==> src/rtl/psq_pkg.sv <==
package psq_pkg;

   typedef enum logic [2:0] {
      ST_OFF   = 3'd0,
      ST_INIT  = 3'd1,
      ST_EXTRA = 3'd2,
      ST_RDLO  = 3'd3,
      ST_RDGAP = 3'd4,
      ST_RUN   = 3'd5,
      ST_SUSP  = 3'd6,
      ST_DPD   = 3'd7
   } psq_state_e;

   // rounds up and never returns zero
   function automatic int unsigned ns_to_cyc(input int unsigned ns, input int unsigned mhz);
      int unsigned c;
      c = (ns * mhz + 999) / 1000;
      return (c == 0) ? 1 : c;
   endfunction

endpackage

==> src/rtl/psq_timer.sv <==
module psq_timer #(
   parameter int TW = 8
) (
   input  logic          clk,
   input  logic          rst_n,
   input  logic          load,
   input  logic [TW-1:0] load_val,
   output logic          done
);
   logic [TW-1:0] cnt;

   always_ff @(posedge clk or negedge rst_n) begin
      if (!rst_n)          cnt <= '0;
      else if (load)       cnt <= load_val;
      else if (cnt != '0)  cnt <= cnt - 1'b1;
   end

   assign done = (cnt == '0);
endmodule

==> src/rtl/psq_rdcnt.sv <==
module psq_rdcnt #(
   parameter int NUM = 2
) (
   input  logic clk,
   input  logic rst_n,
   input  logic clr,
   input  logic inc,
   output logic reached
);
   localparam int CW = $clog2(NUM + 1);
   logic [CW-1:0] cnt;

   always_ff @(posedge clk or negedge rst_n) begin
      if (!rst_n)     cnt <= '0;
      else if (clr)   cnt <= '0;
      else if (inc)   cnt <= cnt + 1'b1;
   end

   assign reached = (cnt >= CW'(NUM));
endmodule

==> src/rtl/psram_pwr_seq.sv <==
module psram_pwr_seq
   import psq_pkg::*;
#(
   parameter int unsigned CLK_MHZ    = 50,
   parameter int unsigned INIT_US    = 200,
   parameter int unsigned EXTRA_US   = 300,
   parameter int unsigned SUSP_NS    = 500,
   parameter int unsigned TRC_NS     = 70,
   parameter int unsigned NUM_DUMMY  = 2,
   parameter bit          IDLE_START = 1'b0
) (
   input  logic       clk,
   input  logic       rst_n,
   input  logic       pwr_good,
   input  logic       sleep_req,
   input  logic       wake_req,
   input  logic       acc_active,
   input  logic       host_req,
   input  logic       eng_cs_n,
   input  logic       reload_ack,
   output logic       mem_cs_n,
   output logic       mem_pd_n,
   output logic       dmy_rd,
   output logic       host_gnt,
   output logic       ready,
   output logic       busy,
   output logic [2:0] mode,
   output logic       reload_flag
);
   localparam int unsigned INIT_CYC  = INIT_US * CLK_MHZ;
   localparam int unsigned EXTRA_CYC = EXTRA_US * CLK_MHZ;
   localparam int unsigned SUSP_CYC  = ns_to_cyc(SUSP_NS, CLK_MHZ);
   localparam int unsigned TRC_CYC   = ns_to_cyc(TRC_NS, CLK_MHZ);
   localparam int unsigned MAX_A     = (INIT_CYC > EXTRA_CYC) ? INIT_CYC : EXTRA_CYC;
   localparam int unsigned MAX_B     = (SUSP_CYC > TRC_CYC) ? SUSP_CYC : TRC_CYC;
   localparam int unsigned MAX_CYC   = (MAX_A > MAX_B) ? MAX_A : MAX_B;
   localparam int          TW        = $clog2(MAX_CYC + 1);
   localparam logic [TW-1:0] INIT_LD  = TW'(INIT_CYC - 1);
   localparam logic [TW-1:0] EXTRA_LD = TW'(EXTRA_CYC - 1);
   localparam logic [TW-1:0] SUSP_LD  = TW'(SUSP_CYC - 1);
   localparam logic [TW-1:0] TRC_LD   = TW'(TRC_CYC - 1);
   localparam logic [TW-1:0] POST_LD  = IDLE_START ? EXTRA_LD : TRC_LD;

   // elaboration-time parameter checks
   if (CLK_MHZ == 0)   begin : g_bad_clk   $error("CLK_MHZ must be nonzero");   end
   if (INIT_US == 0)   begin : g_bad_init  $error("INIT_US must be nonzero");   end
   if (EXTRA_US == 0)  begin : g_bad_extra $error("EXTRA_US must be nonzero");  end
   if (NUM_DUMMY < 2)  begin : g_bad_num   $error("NUM_DUMMY must be at least 2"); end

   psq_state_e st, nxt, after_init;
   logic          ld, t_done, rd_clr, rd_inc, rd_reached, wake_ev;
   logic [TW-1:0] ld_val;

   // start-up variant picks the state that follows the first wait
   if (IDLE_START) begin : g_idle
      assign after_init = ST_EXTRA;
   end else begin : g_dummy
      assign after_init = ST_RDLO;
   end

   psq_timer #(.TW(TW)) u_timer (
      .clk(clk), .rst_n(rst_n), .load(ld), .load_val(ld_val), .done(t_done)
   );

   psq_rdcnt #(.NUM(NUM_DUMMY)) u_rdcnt (
      .clk(clk), .rst_n(rst_n), .clr(rd_clr), .inc(rd_inc), .reached(rd_reached)
   );

   always_comb begin
      nxt     = st;
      ld      = 1'b0;
      ld_val  = '0;
      rd_clr  = 1'b0;
      rd_inc  = 1'b0;
      wake_ev = 1'b0;
      if (!pwr_good) begin
         nxt = ST_OFF;
      end else begin
         case (st)
            ST_OFF: begin
               nxt = ST_INIT; ld = 1'b1; ld_val = INIT_LD;
            end
            ST_INIT: if (t_done) begin
               nxt = after_init; ld = 1'b1; ld_val = POST_LD; rd_clr = 1'b1;
            end
            ST_EXTRA: if (t_done) nxt = ST_RUN;
            ST_RDLO: if (t_done) begin
               nxt = ST_RDGAP; rd_inc = 1'b1;
            end
            ST_RDGAP: begin
               if (rd_reached) nxt = ST_RUN;
               else begin
                  nxt = ST_RDLO; ld = 1'b1; ld_val = TRC_LD;
               end
            end
            ST_RUN: if (sleep_req && !acc_active) begin
               nxt = ST_SUSP; ld = 1'b1; ld_val = SUSP_LD;
            end
            ST_SUSP: if (t_done) nxt = ST_DPD;
            ST_DPD: if (wake_req) begin
               nxt = ST_INIT; ld = 1'b1; ld_val = INIT_LD; wake_ev = 1'b1;
            end
            default: nxt = ST_OFF;
         endcase
      end
   end

   always_ff @(posedge clk or negedge rst_n) begin
      if (!rst_n) st <= ST_OFF;
      else        st <= nxt;
   end

   always_ff @(posedge clk or negedge rst_n) begin
      if (!rst_n)          reload_flag <= 1'b0;
      else if (!pwr_good)  reload_flag <= 1'b0;
      else if (wake_ev)    reload_flag <= 1'b1;
      else if (reload_ack) reload_flag <= 1'b0;
   end

   assign mode     = st;
   assign ready    = (st == ST_RUN);
   assign dmy_rd   = (st == ST_RDLO);
   assign mem_cs_n = ready ? eng_cs_n : !dmy_rd;
   assign mem_pd_n = !((st == ST_SUSP) || (st == ST_DPD));
   assign busy     = (st == ST_INIT) || (st == ST_EXTRA) || (st == ST_RDLO) ||
                     (st == ST_RDGAP) || (st == ST_SUSP);
   assign host_gnt = host_req && ready;
endmodule

==> config.mk <==
export PLATFORM = sky130hd
export DESIGN_NAME = psram_pwr_seq
export DESIGN_NICKNAME = d
export VERILOG_FILES = /design/src/rtl/psq_pkg.sv /design/src/rtl/psq_timer.sv /design/src/rtl/psq_rdcnt.sv /design/src/rtl/psram_pwr_seq.sv
export SDC_FILE = /design/constraint.sdc
export NUM_CORES = 1
export LEC_CHECK = 0
export ABC_AREA = 1
export BUFFER_PORTS_ARGS = -buffer_cell sky130_fd_sc_hd__buf_2
export CORE_ASPECT_RATIO = 0.7
export CORE_UTILIZATION = 53
export DETAILED_ROUTE_END_ITERATION = 10
export PLACE_DENSITY_LB_ADDON = 0.12
export SETUP_SLACK_MARGIN = 0.1
export SYNTH_ARGS = -nofsm -noshare
export SYNTH_HDL_FRONTEND = slang
export SYNTH_HIERARCHICAL = 1
export SYNTH_SLANG_ARGS = --single-unit
export TNS_END_PERCENT = 100
==> constraint.sdc <==
create_clock -name clk -period 2.8 [get_ports clk]
set_input_delay 0.56 -clock clk [delete_from_list [all_inputs] [get_ports clk]]
set_output_delay 0.56 -clock clk [all_outputs]
set_load 0.005 [all_outputs]
==> flow_summary.toml <==
[sta]
finClkSkew_ns = 0.00265
fmax_mhz = 417
rsz0062_at_grt = "false"
fin_tns_setup_ns = 0
period_share_pct = 85.6
drv_slew = 0
setup_viol = 0
hold_viol = 0
relSlewSlack_pct = 56.0
tightest_slew_ns = 0.653
fin_crit_ns = 2.40

[logic_synthesis]
netlist_instances = 240
syn_area_per_cell_sq_um = 6.79
ys_top_cells_by_area = "dfrtp_1 31%, nand2_1 15%, nor2_1 7.4%"
synth_warnings = 6
ys_seq_elements = 20
seq_area_frac_synth_pct = 30.7
synth_area_sq_um = 1630
yosysUniqueCellTypes = 31
synth_top_area_share_pct = 30.7
post-synth-top-area-cell = "dfrtp_1"

[setup_path]
critPathCapture = "u_timer/cnt[11]"
reg2reg_from = "u_timer/cnt[0]"
r2r_cells = 16
worst_ep_arrival_time_ns = 2.55
cp-start-kind = "flop"
crit_path_frequent_cell = "nand2_1"
worstSetupStartpoint = "u_timer/cnt[0]"
setup.worst_path.class = "flop to flop"
cp-end-kind = "flop"
cp_num_cells = 16
crit_fanout = 19
cpLargestDelayFamily = "simple AND/OR/NAND/NOR gates"
rr_endpoint = "u_timer/cnt[11]"
crit_buf_inv = 2
critPathMaxStageDelay_ns = 0.38
required_ns = 2.96
cpMaxStageDelayCell = "dfrtp_1"
regToRegSetupSlack_ns = 0.40
crit_chain = "inv_1 > ha_1 > nand2_4 > nor2_2 > nand4_1 > nor3_1 > nand2_1 > nor2_1 > a21oi_1 > nand2_1 > nand2_1 > nand2_1 > inv_2 > or2_2 > nand2_1 > nor2_1"

[floorplan]
dieWidth_microns = 68.3
die_area_sq_um = 3310
rows = 16
die_h_microns = 48.4
ios = 19
start_util_pct = 56.9
core-area_sq_um = 2860

[route]
drt-pass1-iter-count = 4
drc = 0
antenna_left = 0
routed_wl_mm = 3.39
initialDrtViolationCount = 134
via_count = 1485
viasPerCell = 5.00
wl_per_cell_microns = 11.4

[cts]
cts_setup_buffers = 0
h-tree-depth = 1
ctsResizeCount = 0
cts_made_buffers = 3
cts_hold_buf = 0
clock_sinks = 20
clock_latency_ns = 0.26
clkTransAtPathRegs_ns = 0.08
cts_tree = "built"
cts-root-buf = "clkbuf_8"
clockBufferDepth = 2

[layout]
fillers = 276
area_delta_synth_final_pct = 10.1
diodes = 0
nets = 273
mostFrequentLayoutCells = "66 x nand2_1, 32 x nor2_1, 25 x inv_1"
layout_commonest_cell = "nand2_1"
drive_gt1_share_pct = 26.1
final_util_pct = 62.7

[pwr]
vdd_drop_max_v = 0.000545
power_density_nw_per_um2 = 980
leakage_nw = 0.943

[placement]
numPortBuffers = 18
dpl.hpwl_mm = 2.65
gp_congestion = 0.884

[job]
drv_cap = 0

[run_status]
status = "finished, final reports clean"

[global_routing]
grt-ovfl-total = 0
antenna_found_initial = 0
grt_pass1_vias = 1247
track_usage_pct = 24.1
grt_max_degree = 21
grt_pass1_wl_mm = 5.85

[hold_path]
hold_path.class = "input pin to async pin"
==> logic make-up (layout without fill, tap and decap cells) <==
logic type	count (synthesis)	count (layout)	synth area share, %
DFF	20	20	30.7
other	1	5	0.230
xor gates and xnor gates	1	1	0.537
and+or+nand+nor	155	155	47.8
buffers and inverters	40	57	11.4
AOI/OAI and AO/OA	21	21	7.83
adders and majority gates	2	2	1.53
==> power by group <==
| group | switching (mW) | total [mW] | internal (mW) |
|---|---|---|---|
| Clock | 0.0967 | 0.222 | 0.125 |
| Sequential | 0.183 | 0.592 | 0.409 |
| Combinational | 0.593 | 0.946 | 0.353 |
| Total | 0.873 | 1.76 | 0.887 |
==> final cells by class <==
class                      count  area (sq um)  area share (%)
clock buffer                   4          55.1            3.07
multi-input combinational    184           960            53.4
timing repair buffer          19          97.6            5.44
inverter                      34           138            7.67
tap                           36          45.0            2.51
sequential                    20           500            27.9
==> registers in the layout, indices dropped and copies added, names as in the netlist <==
signal       cells
mode             3
u_rdcnt/cnt      2
u_timer/cnt     14
reload_flag      1
==> synthesized netlist by cell type (all sizes together) <==
cell    instances
a21oi          10
buf             5
clkbuf          1
clkinv          2
conb            1
dfrtp          20
ha              2
inv            32
nand2          72
nand3          23
nand4           4
nor2           47
nor3            3
nor4            1
o21ai          11
or2             5
xnor2           1
==> how the worst min path moves through the flow <==
stage / to / slack, ns / cells past startpoint
3_3_place_gp: u_rdcnt/cnt[0] / 0.52 / 3
3_5_place_dp: u_rdcnt/cnt[0] / 0.53 / 2
2_1_floorplan: mode[0] / 0.26 / 0
6_report: mode[0] / 0.23 / 1
5_1_grt: mode[0] / 0.26 / 1
4_1_cts: mode[0] / 0.25 / 1
==> layer usage <==
metal / share of wire, % / GRT usage (%) / vias up / wire length [microns]
li1: - / - / 787 / -
met1: 55 / 40.5 / 644 / 1870
met2: 37 / 28.6 / 48 / 1240
met3: 6.7 / 5.42 / 6 / 227
met4: 1.6 / 8.33 / 0 / 53
met5: 0 / 0 / - / 0
==> metrics by stage <==
step           area [sq um]  setup slack (ns)  power, mW  instances  hold slack (ns)
6_report               1800             0.404       1.76        297            0.234
5_1_grt                1800             0.118       1.94        297            0.264
4_1_cts                1800             0.407       1.76        297            0.249
3_5_place_dp           1740             0.443       1.53        293            0.532
3_3_place_gp           1740             0.469       1.53        293            0.518
2_1_floorplan          1650             0.629       1.35        244            0.264
Power figures use the tool's default switching activity.
